$ cat src/rtl/pwm_pkg.sv
package pwm_pkg;
   // Prescale select encodings (factor 1, 4, 16; 2'b11 also selects 16)
   localparam logic [1:0] PRE_DIV1  = 2'b00;
   localparam logic [1:0] PRE_DIV4  = 2'b01;
   localparam logic [1:0] PRE_DIV16 = 2'b10;
   localparam int         FINE_BITS = 2;
endpackage

$ cat src/rtl/pwm_prescale.sv
module pwm_prescale #(
   parameter int FINE_W  = 2,
   parameter int NUM_OPT = 3,
   parameter int SEL_W   = 2
) (
   input  logic              clk,
   input  logic              rst_n,
   input  logic [SEL_W-1:0]  sel,
   output logic              tick,
   output logic [FINE_W-1:0] fine_nxt
);
   localparam int SUB_W = FINE_W * NUM_OPT;

   logic [SUB_W-1:0]  sub_q, sub_nxt, lim;
   logic [SUB_W-1:0]  lim_opt  [NUM_OPT];
   logic [FINE_W-1:0] fine_opt [NUM_OPT];
   logic [SEL_W-1:0]  sel_c;

   if (NUM_OPT < 1 || NUM_OPT > (1 << SEL_W)) begin : g_bad_opt
      $error("pwm_prescale: NUM_OPT does not fit the select width");
   end

   assign sel_c = (int'(sel) >= NUM_OPT) ? SEL_W'(NUM_OPT - 1) : sel;

   for (genvar k = 0; k < NUM_OPT; k++) begin : g_opt
      assign lim_opt[k]  = {SUB_W{1'b1}} >> (FINE_W * (NUM_OPT - 1 - k));
      assign fine_opt[k] = sub_nxt[FINE_W*(k+1)-1 -: FINE_W];
   end

   always_comb begin
      lim      = lim_opt[NUM_OPT-1];
      fine_nxt = fine_opt[NUM_OPT-1];
      for (int k = 0; k < NUM_OPT; k++) begin
         if (sel_c == SEL_W'(k)) begin
            lim      = lim_opt[k];
            fine_nxt = fine_opt[k];
         end
      end
   end

   assign tick    = (sub_q >= lim);
   assign sub_nxt = tick ? '0 : sub_q + SUB_W'(1);

   always_ff @(posedge clk or negedge rst_n) begin
      if (!rst_n) sub_q <= '0;
      else        sub_q <= sub_nxt;
   end


   tick_spacing_chk: assert property (@(posedge clk) disable iff (!rst_n)
      tick |=> !tick);
endmodule

$ cat src/rtl/pwm_duty.sv
module pwm_duty #(
   parameter int TMR_W  = 8,
   parameter int FINE_W = 2
) (
   input  logic                    clk,
   input  logic                    rst_n,
   input  logic                    hi_we,
   input  logic [TMR_W-1:0]        hi_wdata,
   input  logic                    lo_we,
   input  logic [FINE_W-1:0]       lo_wdata,
   input  logic                    wrap,
   input  logic [TMR_W+FINE_W-1:0] cnt_nxt,
   output logic [TMR_W+FINE_W-1:0] act,
   output logic                    pwm_out
);
   localparam int DUTY_W = TMR_W + FINE_W;

   logic [DUTY_W-1:0] stage_q;

   always_ff @(posedge clk or negedge rst_n) begin
      if (!rst_n) begin
         stage_q <= '0;
      end else begin
         if (hi_we) stage_q[DUTY_W-1:FINE_W] <= hi_wdata;
         if (lo_we) stage_q[FINE_W-1:0]      <= lo_wdata;
      end
   end

   always_ff @(posedge clk or negedge rst_n) begin
      if (!rst_n) begin
         act     <= '0;
         pwm_out <= 1'b0;
      end else if (wrap) begin
         act     <= stage_q;
         pwm_out <= |stage_q;
      end else if (pwm_out && cnt_nxt == act) begin
         pwm_out <= 1'b0;
      end
   end


   out_rise_chk: assert property (@(posedge clk) disable iff (!rst_n)
      $rose(pwm_out) |-> $past(wrap));

   zero_duty_chk: assert property (@(posedge clk) disable iff (!rst_n)
      (wrap && stage_q == '0) |=> !pwm_out);

   act_hold_chk: assert property (@(posedge clk) disable iff (!rst_n)
      !wrap |=> $stable(act));
endmodule

$ cat src/rtl/pwm_postscale.sv
module pwm_postscale #(
   parameter int POST_W = 4
) (
   input  logic              clk,
   input  logic              rst_n,
   input  logic              wrap,
   input  logic [POST_W-1:0] post_sel,
   input  logic              flag_clr,
   output logic              flag
);
   logic [POST_W-1:0] cnt_q;
   logic              hit;

   if (POST_W < 1) begin : g_bad_post
      $error("pwm_postscale: POST_W must be at least 1");
   end

   assign hit = wrap && (cnt_q == post_sel);

   always_ff @(posedge clk or negedge rst_n) begin
      if (!rst_n) begin
         cnt_q <= '0;
         flag  <= 1'b0;
      end else begin
         if (wrap) cnt_q <= hit ? '0 : cnt_q + POST_W'(1);
         if (hit)           flag <= 1'b1;
         else if (flag_clr) flag <= 1'b0;
      end
   end


   flag_rise_chk: assert property (@(posedge clk) disable iff (!rst_n)
      $rose(flag) |-> $past(wrap));
endmodule

$ cat src/rtl/pwm_db_timebase.sv
module pwm_db_timebase #(
   parameter int         TMR_W      = 8,
   parameter int         FINE_W     = pwm_pkg::FINE_BITS,
   parameter int         PRE_OPTS   = 3,
   parameter int         PRE_SEL_W  = 2,
   parameter int         POST_W     = 4
) (
   input  logic                    clk,
   input  logic                    rst_n,
   input  logic                    period_we,
   input  logic [TMR_W-1:0]        period_wdata,
   input  logic                    cfg_we,
   input  logic [PRE_SEL_W-1:0]    cfg_pre_sel,
   input  logic [POST_W-1:0]       cfg_post_sel,
   input  logic                    duty_hi_we,
   input  logic [TMR_W-1:0]        duty_hi_wdata,
   input  logic                    duty_lo_we,
   input  logic [FINE_W-1:0]       duty_lo_wdata,
   input  logic                    flag_clr,
   output logic                    pwm_out,
   output logic                    match_flag,
   output logic [TMR_W-1:0]        timer_value,
   output logic [TMR_W+FINE_W-1:0] active_duty
);
   localparam int DUTY_W = TMR_W + FINE_W;

   if (TMR_W < 2 || FINE_W < 1) begin : g_bad_width
      $error("pwm_db_timebase: timer or fine width too small");
   end

   logic [TMR_W-1:0]     period_q, tmr_q, tmr_nxt;
   logic [PRE_SEL_W-1:0] pre_q;
   logic [POST_W-1:0]    post_q;
   logic                 tick, wrap;
   logic [FINE_W-1:0]    fine_nxt;
   logic [DUTY_W-1:0]    cnt_nxt;

   always_ff @(posedge clk or negedge rst_n) begin
      if (!rst_n) begin
         period_q <= '1;
         pre_q    <= pwm_pkg::PRE_DIV1;
         post_q   <= '0;
      end else begin
         if (period_we) period_q <= period_wdata;
         if (cfg_we) begin
            pre_q  <= cfg_pre_sel;
            post_q <= cfg_post_sel;
         end
      end
   end

   pwm_prescale #(.FINE_W(FINE_W), .NUM_OPT(PRE_OPTS), .SEL_W(PRE_SEL_W)) u_pre (
      .clk(clk), .rst_n(rst_n), .sel(pre_q), .tick(tick), .fine_nxt(fine_nxt));

   assign wrap    = tick && (tmr_q == period_q);
   assign tmr_nxt = wrap ? '0 : (tick ? tmr_q + TMR_W'(1) : tmr_q);
   assign cnt_nxt = {tmr_nxt, fine_nxt};

   always_ff @(posedge clk or negedge rst_n) begin
      if (!rst_n) tmr_q <= '0;
      else        tmr_q <= tmr_nxt;
   end

   pwm_duty #(.TMR_W(TMR_W), .FINE_W(FINE_W)) u_duty (
      .clk(clk), .rst_n(rst_n),
      .hi_we(duty_hi_we), .hi_wdata(duty_hi_wdata),
      .lo_we(duty_lo_we), .lo_wdata(duty_lo_wdata),
      .wrap(wrap), .cnt_nxt(cnt_nxt),
      .act(active_duty), .pwm_out(pwm_out));

   pwm_postscale #(.POST_W(POST_W)) u_post (
      .clk(clk), .rst_n(rst_n), .wrap(wrap), .post_sel(post_q),
      .flag_clr(flag_clr), .flag(match_flag));

   assign timer_value = tmr_q;


   timer_hold_chk: assert property (@(posedge clk) disable iff (!rst_n)
      !tick |=> $stable(timer_value));

   timer_wrap_chk: assert property (@(posedge clk) disable iff (!rst_n)
      wrap |=> (timer_value == '0));
endmodule

$ cat config.mk
export PLATFORM = sky130hd
export DESIGN_NAME = pwm_db_timebase
export DESIGN_NICKNAME = d
export VERILOG_FILES = /design/src/rtl/pwm_pkg.sv /design/src/rtl/pwm_prescale.sv /design/src/rtl/pwm_duty.sv /design/src/rtl/pwm_postscale.sv /design/src/rtl/pwm_db_timebase.sv
export SDC_FILE = /design/constraint.sdc
export NUM_CORES = 1
export LEC_CHECK = 0
export ABC_AREA = 0
export CORE_ASPECT_RATIO = 0.5
export CORE_MARGIN = 2
export CORE_UTILIZATION = 35
export CTS_CLUSTER_SIZE = 16
export DETAILED_ROUTE_END_ITERATION = 7
export DONT_BUFFER_PORTS = 1
export PLACE_DENSITY_LB_ADDON = 0.3
export SLEW_MARGIN = 40
export SYNTH_ARGS = -nofsm -noshare
export SYNTH_HDL_FRONTEND = slang
export SYNTH_SLANG_ARGS = --single-unit
$ cat constraint.sdc
create_clock -name clk -period 4.25 [get_ports clk]
set_input_delay 0.85 -clock clk [delete_from_list [all_inputs] [get_ports clk]]
set_output_delay 0.85 -clock clk [all_outputs]
set_load 0.05 [all_outputs]
==> metrics.md <==
| Metric | Value |
|---|---|
| Clock sinks | 54 |
| Layout area overhead | 8.50% |
| Initial antenna violation count | 2 |
| I/O Buffers | 0 |
| DR WL/cell | 17.4 microns |
| Worst-Skew Late Latency | 0.30 ns |
| Req. time, crit path | 4.47 ns |
| Worst Setup Start Kind | register |
| Dominant cells by area after synthesis | dfrtp_1 (40%), mux2_2 (13%), dfstp_2 (7.3%) |
| Top-count cell post-synth | dfrtp_1 |
| Row cnt | 23 |
| Pleak | 1.27 nW |
| Vias in the first global route | 1939 |
| Fin crit period | 2.83 ns |
| Most common flop cell mapped by yosys | dfrtp_1 |
| Avg Cell Area, Syn | 11.0 sq um |
| Layout cells sized above 1 | 24.4% |
| Most frequent cells after synthesis | dfrtp_1 (46), mux2_2 (34), nand2_1 (20), xnor2_1 (15) |
| Max Buffers Root-to-Sink | 2 |
| Antenna Nets Post-Route | 0 |
| R2R Setup Slk | 1.42 ns |
| Total Wirelength | 6.45 mm |
| CTS tree | yes |
| F_max | 353 MHz |
| CP Cell Sequence | ha_1, nand3_1, nor2_1, o21ai_0, or4_1, and3_1, and4bb_1, a31oi_1 |
| Die height | 68.2 microns |
| Crit end category | register |
| Total track usage | 14.8% |
| Number of synthesized flops with an enable pin | 0 |
| Uppermost layer routed | met5 |
| Synthesized area | 2890 sq um |
| Routed vias | 2072 |
| Largest net degree at the start of global routing | 55 |
| Mapped Cells | 263 |
| Fin nets | 291 |
| FF+latch count, synth | 54 |
| Die X | 132 microns |
| Wl on met1 | 2.90 mm |
| Critical path class | reg2reg |
| Asr flop ratio synth | 100% |
| Post-route setup slack | 1.42 ns |
| Post-CTS Repair Setup Buffers | 0 |
| Gpl congestion | 0.851 |
| Final Hold Fails | 0 |
| Setup TNS | 0 ns |
| Hold buffers post-CTS | 0 |
| Sequential share of the synthesized area | 47.2% |
| Mapped Nets | 297 |
| Pre-CTS setup slack | 1.30 ns |
| Slew headroom | 50.3% |
| RR Endpoint | u_duty.pwm_out |
| TritonCTS Buffers | 5 |
| Worst-path fanout max | 9 |
| Max cap viols | 0 |
| Synth warn | 0 |
| HPWL after DPL | 4.64 mm |
| Clock slew at reported path FFs | 0.07 ns |
| Share of the synthesized area in the top cell type | 39.9% |
| # IOs | 51 |
| Library cells used by synthesis | 59 |
| Setup violators final | 0 |
| Leading area contributor after synthesis | dfrtp_1 |
| RR Startpoint | timer_value[0] |
| Gr ovfl total | 0 |
| HP Class | in2async |
| CTS H-tree lvls | 2 |
| Max-slew violations | 0 |
| Iter 0 DRT Violations | 222 |
| Met3 WL post-DR | 583 microns |
| Cts repair resizes | 0 |
| Power Density | 524 nW/um^2 |
| Arr. time, crit path | 3.06 ns |
| Reg2reg path depth | 8 |
| RSZ-0062 raised after global routing | no |
| Clock root buffer master | clkbuf_16 |
| Drt pass-1 iters | 4 |
| Initial Util | 36.1% |
| Crit-path slowest cell | dfrtp_1 |
| # DRC | 0 |
| WL met2 | 2.87 mm |
| Period utilisation layout | 66.6% |
| Worst VDD drop | 0.216 mV |
| Vias per cell | 5.58 |
| Slew @ Worst Pin | 0.745 ns |
| Die area | 9030 sq um |
| Final clock skew | 0.00590 ns |
| Crit path largest cell delay | 0.81 ns |
| Run status | completed |
| Core area | 8000 sq um |
| First-pass GRT wire length | 10.3 mm |
[stage by stage]
stage / hold WS [ns] / cell area (sq um) / total power (W) / std cells / utilization, %
2_1_floorplan: 0.441 / 2890 / 0.00109 / 263 / -
3_3_place_gp: 0.473 / 2950 / 0.00115 / 362 / 36.8
3_5_place_dp: 0.500 / 2950 / 0.00115 / 362 / 36.8
4_1_cts: 0.233 / 3120 / 0.00165 / 370 / 39.1
5_1_grt: 0.224 / 3130 / 0.00173 / 370 / 39.1
6_report: 0.242 / 3130 / 0.00164 / 371 / 39.1
[registers in the layout (all words and copies together), names as in the netlist]
name	flops
period_q	8
post_q	4
pre_q	2
timer_value	8
u_duty.act	10
u_duty.pwm_out	1
u_duty.stage_q	10
u_post.cnt_q	4
u_post.flag	1
u_pre.sub_q	6
[layout make-up]
| type | count | area, sq um |
|---|---|---|
| Inverter | 6 | 22.5 |
| Tap cell | 112 | 140 |
| Clock inverter | 2 | 38.8 |
| Fill cell | 769 | 4870 |
| Sequential cell | 54 | 1360 |
| Multi-Input combinational cell | 190 | 1430 |
| Antenna cell | 1 | 2.50 |
| Clock buffer | 6 | 139 |
[worst max-delay path, delay by kind of cell, from the launching register on]
family | cells | cell delay (ns)
compound gates | 2 | 0.35
fa+ha+maj | 1 | 0.33
flops | 1 | 0.81
simple gates | 5 | 1.29
[metal layers]
metal  up-vias  global-route usage, %
met1      1028                   19.0
met5         -                      0
met3        15                   6.00
met2        78                   23.1
met4         2                   4.97
li1        949                      -
[placed cells by master (no fill, tap or decap), drive strengths merged, types with 2 or more instances in the layout]
cell,netlist,final
a211oi,4,4
a21oi,6,6
a2bb2oi,2,2
a31oi,3,3
and2,3,3
and3,5,5
clkbuf,6,6
dfrtp,46,46
dfstp,8,8
ha,3,3
inv,6,7
mux2,34,34
mux2i,2,2
nand2,20,20
nand2b,2,2
nand3,8,8
nand4,5,5
nor2,15,15
nor3,2,2
nor4,2,2
o21ai,15,15
o22ai,3,3
o31ai,4,4
or2,3,3
or4,7,7
xnor2,16,16
xor2,4,4
[kinds of logic (layout without fill, tap and decap cells)]
logic type	count (synthesis)	after routing	share of synthesized area [%]
buffers and inverters	19	14	3.51
multiplexers	36	36	14.0
XOR/XNOR	20	20	6.33
AO/OA/AOI/OAI	50	50	12.1
adder cells (fa/ha/maj)	3	3	1.30
AND/OR/NAND/NOR	81	81	15.6
flip-flops	54	54	47.2
other	0	1	0
[power by group]
| group | leakage [nW] | internal (W) | switching (W) |
|---|---|---|---|
| clock | 0.0875 | 0.000296 | 0.000192 |
| combinational | 0.512 | 0.000179 | 0.000171 |
| sequential | 0.668 | 0.000588 | 0.000212 |
[how the worst max path moves through the flow]
| stage | start | endpoint | slack, ns | depth (start not counted) |
|---|---|---|---|---|
| 3_5_place_dp | timer_value[3] | u_duty.pwm_out | 1.30 | 7 |
| 6_report | timer_value[0] | u_duty.pwm_out | 1.42 | 8 |
| 4_1_cts | timer_value[0] | u_duty.pwm_out | 1.29 | 7 |
| 5_1_grt | timer_value[3] | u_duty.pwm_out | 1.18 | 7 |
| 2_1_floorplan | timer_value[2] | u_duty.pwm_out | 1.72 | 8 |
| 3_3_place_gp | timer_value[3] | u_duty.pwm_out | 1.38 | 7 |
Power figures use the tool's default switching activity.
